--- src/rtl/dptr_pkg.sv ---
package dptr_pkg;
  localparam int BYTE_W = 8;
  localparam int PTR_W  = 2 * BYTE_W;
  localparam int NPTR   = 2;
  localparam int SEL_W  = $clog2(NPTR);

  // control register bit positions (fixed: the increment-to-toggle trick depends on them)
  localparam int SEL_BIT  = 0;
  localparam int ZERO_BIT = 2;
  localparam int FLAG_BIT = 3;

  typedef enum logic [1:0] {
    RD_NONE = 2'd0,
    RD_LO   = 2'd1,
    RD_HI   = 2'd2,
    RD_AUX  = 2'd3
  } rd_src_e;

  // next pointer value: a byte write beats the increment
  function automatic logic [PTR_W-1:0] ptr_next(
    input logic [PTR_W-1:0]  cur,
    input logic              inc,
    input logic              wr_lo,
    input logic              wr_hi,
    input logic [BYTE_W-1:0] wdata
  );
    logic [PTR_W-1:0] nxt;
    nxt = cur;
    if (wr_lo || wr_hi) begin
      if (wr_lo) nxt[BYTE_W-1:0]     = wdata;
      if (wr_hi) nxt[PTR_W-1:BYTE_W] = wdata;
    end else if (inc) begin
      nxt = cur + {{(PTR_W-1){1'b0}}, 1'b1};
    end
    return nxt;
  endfunction

  // visible image of the control register; unstored bits read 0
  function automatic logic [BYTE_W-1:0] aux_image(
    input logic sel,
    input logic flag
  );
    logic [BYTE_W-1:0] img;
    img = '0;
    img[SEL_BIT]  = sel;
    img[FLAG_BIT] = flag;
    return img;
  endfunction
endpackage

--- src/rtl/dptr_decode.sv ---
module dptr_decode #(
  parameter int ADDR_W = 8,
  parameter logic [ADDR_W-1:0] A_LO  = 8'h82,
  parameter logic [ADDR_W-1:0] A_HI  = 8'h83,
  parameter logic [ADDR_W-1:0] A_AUX = 8'hA2
) (
  input  logic              sfr_wr,
  input  logic [ADDR_W-1:0] sfr_addr,
  output logic              wr_lo,
  output logic              wr_hi,
  output logic              wr_aux,
  output dptr_pkg::rd_src_e rd_src
);
  import dptr_pkg::*;

  always_comb begin
    rd_src = RD_NONE;
    if (sfr_addr == A_LO)       rd_src = RD_LO;
    else if (sfr_addr == A_HI)  rd_src = RD_HI;
    else if (sfr_addr == A_AUX) rd_src = RD_AUX;
  end

  assign wr_lo  = sfr_wr && (rd_src == RD_LO);
  assign wr_hi  = sfr_wr && (rd_src == RD_HI);
  assign wr_aux = sfr_wr && (rd_src == RD_AUX);
endmodule

--- src/rtl/dptr_aux_reg.sv ---
module dptr_aux_reg #(
  parameter int DATA_W = 8
) (
  input  logic              clk,
  input  logic              rst_n,
  input  logic              wr_aux,
  input  logic [DATA_W-1:0] wdata,
  output logic              sel_q,
  output logic              flag_q
);
  import dptr_pkg::*;

  // only two bits are stored; every other bit is a constant zero on read
  always_ff @(posedge clk or negedge rst_n) begin
    if (!rst_n) begin
      sel_q  <= 1'b0;
      flag_q <= 1'b0;
    end else if (wr_aux) begin
      sel_q  <= wdata[SEL_BIT];
      flag_q <= wdata[FLAG_BIT];
    end
  end
endmodule

--- src/rtl/dptr_cell.sv ---
module dptr_cell #(
  parameter int PW = 16,
  parameter int BW = 8
) (
  input  logic          clk,
  input  logic          rst_n,
  input  logic          en_lo,
  input  logic          en_hi,
  input  logic          en_inc,
  input  logic [BW-1:0] wdata,
  output logic [PW-1:0] ptr_q
);
  import dptr_pkg::*;

  logic [PW-1:0] ptr_d;

  always_comb ptr_d = ptr_next(ptr_q, en_inc, en_lo, en_hi, wdata);

  always_ff @(posedge clk or negedge rst_n) begin
    if (!rst_n) ptr_q <= '0;
    else        ptr_q <= ptr_d;
  end
endmodule

--- src/rtl/dptr_unit.sv ---
module dptr_unit #(
  parameter int ADDR_W = 8,
  parameter int DATA_W = dptr_pkg::BYTE_W,
  parameter int PTR_W  = dptr_pkg::PTR_W,
  parameter logic [ADDR_W-1:0] A_LO  = 8'h82,
  parameter logic [ADDR_W-1:0] A_HI  = 8'h83,
  parameter logic [ADDR_W-1:0] A_AUX = 8'hA2
) (
  input  logic              clk,
  input  logic              rst_n,
  input  logic              sfr_wr,
  input  logic [ADDR_W-1:0] sfr_addr,
  input  logic [DATA_W-1:0] sfr_wdata,
  output logic [DATA_W-1:0] sfr_rdata,
  input  logic              ptr_inc,
  output logic [PTR_W-1:0]  xmem_addr
);
  import dptr_pkg::*;

  localparam int NP = NPTR;

  logic              wr_lo, wr_hi, wr_aux;
  rd_src_e           rd_src;
  logic              sel_q, flag_q;
  logic [PTR_W-1:0]  ptr_q [NP];
  logic [PTR_W-1:0]  cur_ptr;
  logic [NP-1:0]     hit;

  dptr_decode #(.ADDR_W(ADDR_W), .A_LO(A_LO), .A_HI(A_HI), .A_AUX(A_AUX)) u_dec (
    .sfr_wr   (sfr_wr),
    .sfr_addr (sfr_addr),
    .wr_lo    (wr_lo),
    .wr_hi    (wr_hi),
    .wr_aux   (wr_aux),
    .rd_src   (rd_src)
  );

  dptr_aux_reg #(.DATA_W(DATA_W)) u_aux (
    .clk    (clk),
    .rst_n  (rst_n),
    .wr_aux (wr_aux),
    .wdata  (sfr_wdata),
    .sel_q  (sel_q),
    .flag_q (flag_q)
  );

  // pointer bank: the select value held this cycle routes all pointer events
  for (genvar i = 0; i < NP; i++) begin : g_ptr
    assign hit[i] = (sel_q == i[0]);
    dptr_cell #(.PW(PTR_W), .BW(DATA_W)) u_cell (
      .clk    (clk),
      .rst_n  (rst_n),
      .en_lo  (wr_lo && hit[i]),
      .en_hi  (wr_hi && hit[i]),
      .en_inc (ptr_inc && hit[i]),
      .wdata  (sfr_wdata),
      .ptr_q  (ptr_q[i])
    );
  end

  assign cur_ptr   = ptr_q[sel_q];
  assign xmem_addr = cur_ptr;

  always_comb begin
    unique case (rd_src)
      RD_LO:   sfr_rdata = cur_ptr[DATA_W-1:0];
      RD_HI:   sfr_rdata = cur_ptr[PTR_W-1:DATA_W];
      RD_AUX:  sfr_rdata = aux_image(sel_q, flag_q);
      default: sfr_rdata = '0;
    endcase
  end
endmodule

--- config.mk ---
export PLATFORM = sky130hd
export DESIGN_NAME = dptr_unit
export DESIGN_NICKNAME = d
export VERILOG_FILES = /design/src/rtl/dptr_pkg.sv /design/src/rtl/dptr_decode.sv /design/src/rtl/dptr_aux_reg.sv /design/src/rtl/dptr_cell.sv /design/src/rtl/dptr_unit.sv
export SDC_FILE = /design/constraint.sdc
export NUM_CORES = 1
export LEC_CHECK = 0
export CAP_MARGIN = 20
export CORE_AREA = 2 2 74 76
export CTS_BUF_LIST = sky130_fd_sc_hd__clkbuf_8
export DETAILED_ROUTE_END_ITERATION = 16
export DIE_AREA = 0 0 76 78
export DONT_BUFFER_PORTS = 1
export PLACE_DENSITY = 0.74
export SLEW_MARGIN = 0
export SYNTH_ARGS = -nofsm -noshare
export SYNTH_HDL_FRONTEND = slang
export SYNTH_SLANG_ARGS = --single-unit
--- constraint.sdc ---
create_clock -name clk -period 4.6 [get_ports clk]
set_input_delay 0.23 -clock clk [delete_from_list [all_inputs] [get_ports clk]]
set_output_delay 0.23 -clock clk [all_outputs]
set_load 0.02 [all_outputs]
==> reports/results.txt, run 1 <==
outcome: completed
Worst Tran Pin Value: 1.11 ns
Syn Inst Count: 319
drt total wl: 8140 µm
CTS sink count: 34
Post-CTS Resized: 0
DIE WIDTH: 76 µm
total power: 0.00100 W
FF+latch count, synth: 34
H-Tree Depth: 2
top_reg_cell synth: dfrtp_1
endpoints failing setup: 0
TritonCTS clock tree: yes
worst rel slew slack: 0.263
Overall Global Routing Usage: 0.272
# IOs: 44
worst path arrival time: 2.62 ns
net switching power figure: 0.000389 W
hold_buf cts: 2
Final ANT Viol Nets: 0
share of cells above drive strength 1: 0.126
row count: 26
Synth Warn #: 0
TritonCTS Buffers: 5
DRC: 0
die area: 5930 µm²
Combinational Power Share: 0.301
Final Hold Fails: 0
drt pass-1 iters: 7
Static Leak: 1.13 nW
crit path from: u_aux.sel_q
sw frac: 0.389
syn_nets: 341
core area: 5040 µm²
Initial DRC Count: 454
R2R setup slack: 1.83 ns
Seq/Total Area, Yosys: 0.309
I/O Buffers: 0
largest net degree at the start of global routing: 35
worst-path maximum fanout: 20
Setup crit end kind: primary output
final setup skew: 0.00920 ns
Power Density: 345 nW/µm²
Hold Startpoint: sfr_wdata[0]
Diodes inserted: 0
launch point of the worst reg-to-reg path: u_aux.sel_q
Max Buffers Root-to-Sink: 2
clock network fraction of design power: 0.277
starting density of the core: 0.546
post-route setup TNS: 0 ns
Max Fclk: 0.351 GHz
Hold Path Class: in2reg
global-route wire length before repair: 12900 µm
hpwl dp: 5840 µm
Clock transition at path regs: 0.08 ns
nets: 330
Distinct cells, synth: 53
Root Buffer: clkbuf_8
Clock Latency Late Sink: 0.29 ns
worst hold slack: 0.0791 ns
hold path cells: 1
Vias/cell: 7.11
crit path kind: reg2out
CP Data Required Time: 4.37 ns
Placer Congestion: 0.909
Area growth syn-to-layout: 5.22%
CP startpoint kind: register
FF-to-FF path depth: 4
die height: 78 µm
total congestion overflow: 0
routed len/inst: 21.5 µm
asr flop ratio synth: 1.00
most frequent cells in the layout: 34 x dfrtp_1, 22 x nand2_1, 19 x nor2_1, 18 x o22ai_1, 17 x nand3_1
most common cell after layout, fill and taps aside: dfrtp_1
Peak VDD IR: 282 µV
total of max-cap violations: 0
min cycle time layout: 2.85 ns
final-report max-slew violation count: 0
initial antenna violation count: 0
sequential power share: 0.423
Avg Cell Area, Syn: 8.64 µm²
setup bufs post-CTS: 0
Post-synth EDFFs: 0
RSZ-0062 raised after global routing: false
P_int: 0.000612 W
via count: 2694
vias in the first global route: 2365
Tcrit/Tclk final: 0.620
cell area after synthesis: 2760 µm²
==> sequential cells by signal, indices dropped and copies added (netlist names) <==
name                count
u_aux.sel_q             1
u_aux.flag_q            1
g_ptr.u_cell.ptr_q     32
==> cell families after synthesis <==
family,count (synthesis),share of synthesized area
adder cells (fa/ha/maj),2,0.00908
multiplexers,26,0.102
flip-flops,34,0.309
buffers and inverters,37,0.0604
AO/OA/AOI/OAI,94,0.255
AND/OR/NAND/NOR,126,0.265
==> path summary, 6_finish.rpt <==
path | end
setup / recovery | sfr_rdata[5]
hold / removal | u_aux.sel_q
setup reg to reg | g_ptr[1].u_cell.ptr_q[4]
hold reg to reg | u_aux.flag_q
max in group asynchronous | g_ptr[1].u_cell.ptr_q[4]
min in group asynchronous | g_ptr[0].u_cell.ptr_q[3]
==> worst max-delay path, stage by stage, from the launching register on <==
cell and delay (ns):
dfrtp_1 0.63, buf_4 0.33, o21ai_0 0.76, nor2_1 0.07, nor3_1 0.53
==> metal layers <==
| layer | vias up | track usage | wire length (µm) |
|---|---|---|---|
| li1 | 1252 | - | - |
| met1 | 1289 | 0.396 | 3580 |
| met2 | 142 | 0.413 | 3660 |
| met3 | 11 | 0.0523 | 784 |
| met4 | 0 | 0.0818 | 129 |
| met5 | - | 0 | 0 |
==> final cells by class <==
| cell class | instances | area (µm²) |
|---|---|---|
| timing repair buffer | 4 | 45.0 |
| clock inverter | 3 | 40.0 |
| multi-input combinational | 248 | 1750 |
| sequential | 34 | 851 |
| fill | 461 | 2140 |
| inverter | 15 | 56.3 |
| tap | 70 | 87.6 |
| clock buffer | 5 | 68.8 |
==> power groups by stage <==
stage / clock network [W] / logic [W] / registers [W]
detailed placement: 0 / 0.000287 / 0.000427
CTS: 0.000281 / 0.000297 / 0.000421
finish: 0.000277 / 0.000301 / 0.000423
global placement: 0 / 0.000283 / 0.000427
floorplan: 0 / 0.000251 / 0.000396
global route: 0.000292 / 0.000324 / 0.000433
==> synth_stat cells (2+ instances only) <==
master     number  share of area
nor4_1         15          0.034
ha_1            2         0.0091
nor3_2          3          0.011
dfrtp_1        34           0.31
nor4bb_1        2         0.0073
nor4_4          2          0.015
inv_1          14          0.019
nor2_1         19          0.026
and3_1          3         0.0068
a31oi_1         5          0.011
nand4_1        16          0.036
buf_2           7          0.013
a21o_1          3         0.0082
o31ai_1         3         0.0082
a22o_1          9          0.029
and4_1          4          0.013
a2bb2oi_1       8          0.025
clkbuf_1       11          0.015
mux2_2         16          0.065
a31o_2          3         0.0095
a21oi_1         3         0.0054
o22a_1          4          0.013
o22ai_1        18          0.041
o21ai_0         8          0.015
nand2_1        22          0.030
a22oi_1        11          0.030
nor3_1         14          0.025
or4_1           2         0.0054
a41o_1          2         0.0073
mux2i_1        10          0.036
nand3_1        17          0.031
buf_6           2         0.0082
o2bb2ai_1       3         0.0095
o41ai_1         5          0.016
==> stage by stage <==
stage          cell area [µm²]  worst slack, ns  instances   util
2_1_floorplan             2760             2.26        319      -
3_3_place_gp              2750             1.81        368  0.546
4_1_cts                   2890             1.79        378  0.573
5_1_grt                   2900             1.55        379  0.575
3_5_place_dp              2750             1.69        368  0.546
6_report                  2900             1.75        379  0.575
No activity file was read; power rests on OpenSTA's default activity.
==> run 2: changes to the inputs <==
- clock period: 4.6 -> 2.8 ns (I/O delays scaled with it)
==> run 2 against run 1 <==
Against the previous run:
- power up 59%
- count of clock-buffer cells in the layout grew 1
- critical path type unchanged
- utilization rose by 2.4 points
- critical endpoint unchanged
==> reports/results.txt, run 2 (same netlist as run 1, synthesis figures left out) <==
most frequent cells in the layout: 34 x dfrtp_1, 22 x nand2_1, 19 x nor2_1, 19 x buf_4, 18 x o22ai_1
Clock Latency Late Sink: 0.29 ns
vias in the first global route: 2680
I/O Buffers: 0
Final Hold Fails: 0
register cell area after layout: 851 µm²
Top reg by flops: g_ptr.u_cell.ptr_q
drt total wl: 8550 µm
Power Density: 526 nW/µm²
worst hold slack: 0.00536 ns
Max Fclk: 0.424 GHz
row count: 26
worst-path maximum fanout: 27
die height: 78 µm
endpoints failing setup: 0
TritonCTS clock tree: yes
Area growth syn-to-layout: 9.58%
routed len/inst: 21.5 µm
min cycle time layout: 2.36 ns
largest net degree at the start of global routing: 35
die area: 5930 µm²
Top Registers: g_ptr.u_cell.ptr_q x32, u_aux.flag_q x1, u_aux.sel_q x1
crit path from: u_aux.sel_q
CP startpoint kind: register
Vias/cell: 7.17
Overall Global Routing Usage: 0.296
max reg flops: 32
Worst Tran Pin Value: 1.08 ns
CP cell instances: buf_4 > o21ai_0 > nor2_1 > nor3_1 > buf_4
H-Tree Depth: 2
final setup skew: 0.00468 ns
Static Leak: 1.21 nW
Fillers: 484
total congestion overflow: 0
initial antenna violation count: 0
Hold Startpoint: sfr_wdata[3]
DIE WIDTH: 76 µm
RSZ-0062 raised after global routing: false
worst path arrival time: 2.22 ns
share of cells above drive strength 1: 0.168
Tcrit/Tclk final: 0.843
Max Buffers Root-to-Sink: 2
Post-CTS Resized: 0
Hold Path Class: in2reg
TritonCTS Buffers: 5
DRC: 0
# IOs: 44
post-route setup TNS: 0 ns
slowest stage delay, CP: 0.81 ns
Setup crit end kind: primary output
CP Data Required Time: 2.66 ns
drt pass-1 iters: 6
outcome: completed
most common cell after layout, fill and taps aside: dfrtp_1
Diodes inserted: 0
Placer Congestion: 0.907
Initial DRC Count: 288
crit path kind: reg2out
Worst path slowest cell: o21ai_0
final-report max-slew violation count: 0
total of max-cap violations: 0
worst rel slew slack: 0.282
Root Buffer: clkbuf_8
launch point of the worst reg-to-reg path: u_aux.sel_q
Peak VDD IR: 375 µV
most used cell, CP: buf_4
core area: 5040 µm²
global-route wire length before repair: 14100 µm
Final ANT Viol Nets: 0
Clock transition at path regs: 0.07 ns
CTS sink count: 34
starting density of the core: 0.546
Multi-input gate area: 1750 µm²
nets: 348
hpwl dp: 6160 µm
via count: 2847
run 2: final cells by class:
class / count / share of cell area
Clock buffer: 6 / 0.0274
Clock inverter: 2 / 0.00290
Inverter: 15 / 0.0186
Multi-Input combinational cell: 248 / 0.580
Sequential cell: 34 / 0.282
Tap cell: 70 / 0.0290
Timing Repair Buffer: 22 / 0.0605
run 2: timing repair:
| item | in CTS | in global routing |
|---|---|---|
| hold buffers | 3 | 0 |
| hold endpoints to repair | 35 | 0 |
| setup buffers | 0 | 0 |
run 2: per-layer routing:
layer	routed length, µm	GRT usage
met2	3710	0.444
met3	841	0.0698
met5	0	0
met4	261	0.104
met1	3740	0.421
run 2: stage by stage:
step | utilization | std cells | setup slack, ns | instance area (µm²) | power (W)
final | 0.599 | 397 | 0.440 | 3020 | 0.00159
after global routing | 0.599 | 397 | 0.246 | 3020 | 0.00167
after CTS | 0.599 | 397 | 0.493 | 3020 | 0.00159
after detailed placement | 0.573 | 386 | 0.692 | 2890 | 0.00119
after global placement | 0.573 | 386 | 0.756 | 2890 | 0.00118
after floorplan | - | 319 | 0.553 | 2760 | 0.00106
run 2: path summary, 6_finish.rpt:
check                                            end  slack, ns  cells past startpoint
setup / recovery                        sfr_rdata[5]       0.44                      5
setup reg to reg           g_ptr[1].u_cell.ptr_q[10]       0.59                      5
min in group asynchronous   g_ptr[0].u_cell.ptr_q[4]       0.29                      2
hold reg to reg                         u_aux.flag_q       0.54                      1
max in group asynchronous   g_ptr[0].u_cell.ptr_q[5]       2.31                      2
hold / removal                          u_aux.flag_q      0.005                      1
run 2: worst max-delay path: cells and delay by family, from the launching register on:
kind | cells | cell delay [ns]
AOI/OAI and AO/OA | 1 | 0.81
buffers and inverters | 2 | 0.43
and+or+nand+nor | 2 | 0.23
DFF | 1 | 0.46
run 2: power by group:
| group | internal [W] | total [W] | leakage, nW | switching (W) |
|---|---|---|---|---|
| registers | 0.000569 | 0.000696 | 0.406 | 0.000128 |
| logic | 0.000183 | 0.000509 | 0.756 | 0.000327 |
| clock network | 0.000195 | 0.000382 | 0.0524 | 0.000187 |
==> run 3: changes to the inputs <==
- ABC_AREA: default -> 1
- CORE_AREA: 2 2 74 76 -> 2 2 76 78
- DIE_AREA: 0 0 76 78 -> 0 0 78 80
- clock period: 2.8 -> 2.2 ns (I/O delays scaled with it)
==> run 3 against run 2 <==
Against the previous run:
- first-iteration DRC count down 51%
- flip-flop and latch count unchanged
- worst setup slack worse by 0.25 ns
- hold slack better by 0.014 ns
- synthesized area up 5.4%
- register-to-register slack worse by 0.17 ns
- combinational power up 24%
- power up 32%
- non-clock buffer count down 2
- synthesized cell count up 45%
- sequential power up 26%
- clock power up 54%
- largest cell class unchanged
- largest power group unchanged
==> reports/results.txt, run 3 <==
Static Leak: 1.71 nW
CP startpoint kind: register
Top reg by flops: g_ptr.u_cell.ptr_q
ranking of synthesized cells by area: nand2_1 32%, dfrtp_1 29%, inv_1 5.6%, o21ai_0 5.2%, nor2_1 3.5%
Max Fclk: 0.498 GHz
most common cell after layout, fill and taps aside: nand2_1
Clock transition at path regs: 0.08 ns
H-Tree Depth: 2
CTS sink count: 34
Final Hold Fails: 0
slowest stage delay, CP: 0.62 ns
routed len/inst: 14.8 µm
share of cells above drive strength 1: 0.105
Vias/cell: 5.34
top_reg_cell synth: dfrtp_1
row count: 27
Yosys top cell area share: 0.318
setup ws final: 0.191 ns
CP top delay family: compound AO/OA/AOI/OAI gates
largest net degree at the start of global routing: 35
commonest cells in the netlist: 246 x nand2_1, 43 x inv_1, 34 x dfrtp_1
CP cell instances: buf_4 > o21ai_0 > nand2_1 > o211ai_1
Initial DRC Count: 140
Buf/Inv on CP: 1
TritonCTS clock tree: yes
Setup crit end kind: primary output
total of max-cap violations: 0
Max Buffers Root-to-Sink: 2
Final ANT Viol Nets: 0
pre-CTS WS: 0.483 ns
Avg Cell Area, Syn: 6.27 µm²
vias in the first global route: 2890
RSZ-0062 raised after global routing: false
Power Density: 652 nW/µm²
outcome: completed
Distinct cells, synth: 33
top-count cell post-synth: nand2_1
starting density of the core: 0.537
worst-path maximum fanout: 29
crit path from: u_aux.sel_q
die height: 80 µm
Diodes inserted: 0
setup bufs post-CTS: 0
Synth Warn #: 0
Post-CTS Resized: 0
Top Registers: g_ptr.u_cell.ptr_q x32, u_aux.flag_q x1, u_aux.sel_q x1
post-layout util: 0.595
cell type with the largest total area after synthesis: nand2_1
Clock Latency Late Sink: 0.30 ns
Post-synth EDFFs: 0
hold_buf cts: 4
cell area after synthesis: 2910 µm²
asr flop ratio synth: 1.00
sequential power share: 0.418
global-route wire length before repair: 13600 µm
core area: 5410 µm²
DIE WIDTH: 78 µm
syn_nets: 485
hpwl dp: 6260 µm
endpoints failing setup: 0
post-route setup TNS: 0 ns
Root Buffer: clkbuf_8
Overall Global Routing Usage: 0.281
Hold Startpoint: sfr_wdata[0]
crit path kind: reg2out
# IOs: 44
launch point of the worst reg-to-reg path: g_ptr[0].u_cell.ptr_q[0]
Peak VDD IR: 409 µV
via count: 2969
sw frac: 0.379
worst rel slew slack: 0.506
max reg flops: 32
FF+latch count, synth: 34
Hold Path Class: in2reg
Combinational Power Share: 0.300
worst path arrival time: 1.90 ns
net switching power figure: 0.000794 W
P_int: 0.00130 W
Tcrit/Tclk final: 0.913
initial antenna violation count: 0
total congestion overflow: 0
Placer Congestion: 0.910
Seq/Total Area, Yosys: 0.293
CP Data Required Time: 2.09 ns
Syn Inst Count: 463
DRC: 0
Worst Tran Pin Value: 0.733 ns
most frequent cells in the layout: 246 x nand2_1, 43 x inv_1, 34 x dfrtp_1, 30 x o21ai_0, 27 x nor2_1
drt total wl: 8230 µm
I/O Buffers: 0
final-report max-slew violation count: 0
die area: 6240 µm²
clock network fraction of design power: 0.281
Area growth syn-to-layout: 10.7%
Worst path slowest cell: o21ai_0
TritonCTS Buffers: 5
final setup skew: 0.0111 ns
drt pass-1 iters: 5
nets: 505
min cycle time layout: 2.01 ns
## run 3: changes by cell type in the layout (fill, tap and decap cells not counted), sizes merged, moves of 12 or more
cell / before / now
nand2: 22 / 253
inv: 15 / 46
o21ai: 9 / 34
nor4: 18 / 0
o22ai: 18 / 0
nor3: 17 / 0
mux2: 16 / 0
nor2: 20 / 32
## run 3: metrics by stage
step	instance area, µm²	hold slack (ns)	cells	power, W
floorplan	2910	-0.186	463	0.00128
global placement	3060	-0.185	544	0.00148
detailed placement	3060	-0.185	544	0.00149
CTS	3220	0.0145	556	0.00209
global route	3220	0.0185	556	0.00220
finish	3220	0.0198	556	0.00210
## run 3: kinds of logic after synthesis
logic type,share of synthesized area
fa+ha+maj,0.00861
compound gates,0.108
simple gates,0.461
flops,0.293
buf+inv,0.0810
xor+xnor,0.0482
## run 3: worst paths after layout
path                                                  end  slack (ns)  cells past startpoint
worst max-delay path                         sfr_rdata[0]        0.19                      4
worst min-delay path             g_ptr[0].u_cell.ptr_q[0]        0.02                      4
worst max register to register  g_ptr[0].u_cell.ptr_q[10]        0.42                      9
worst min register to register  g_ptr[0].u_cell.ptr_q[15]        0.52                      2
max in group asynchronous        g_ptr[0].u_cell.ptr_q[7]        1.73                      2
min in group asynchronous        g_ptr[0].u_cell.ptr_q[3]        0.28                      2
## run 3: power by group through the flow
| stage | clock [W] | sequential (W) | combinational [W] |
|---|---|---|---|
| 5_1_grt | 0.000611 | 0.000889 | 0.000703 |
| 4_1_cts | 0.000594 | 0.000869 | 0.000630 |
| 3_5_place_dp | 0 | 0.000880 | 0.000606 |
| 6_report | 0.000589 | 0.000877 | 0.000629 |
| 3_3_place_gp | 0 | 0.000878 | 0.000599 |
| 2_1_floorplan | 0 | 0.000825 | 0.000453 |
## run 3: worst min-delay path: stages
cell     delay, ns
nand2_4       0.04
o21ai_2       0.04
nand2_1       0.04
nand2_1       0.05
## run 3: final cells by class
cell class	count	area, µm²
clock inverters	3	40.0
fillers	538	2190
well taps	72	90.1
repair buffers	20	170
flip-flops and latches	34	851
clock buffers	5	68.8
multi-input cells	375	1820
inverters	47	176
## run 3: metal layers
metal / GRT usage / share of wire
met2: 0.504 / 0.48
met5: 0 / 0
met3: 0.0452 / 0.051
met4: 0.102 / 0.031
met1: 0.338 / 0.44
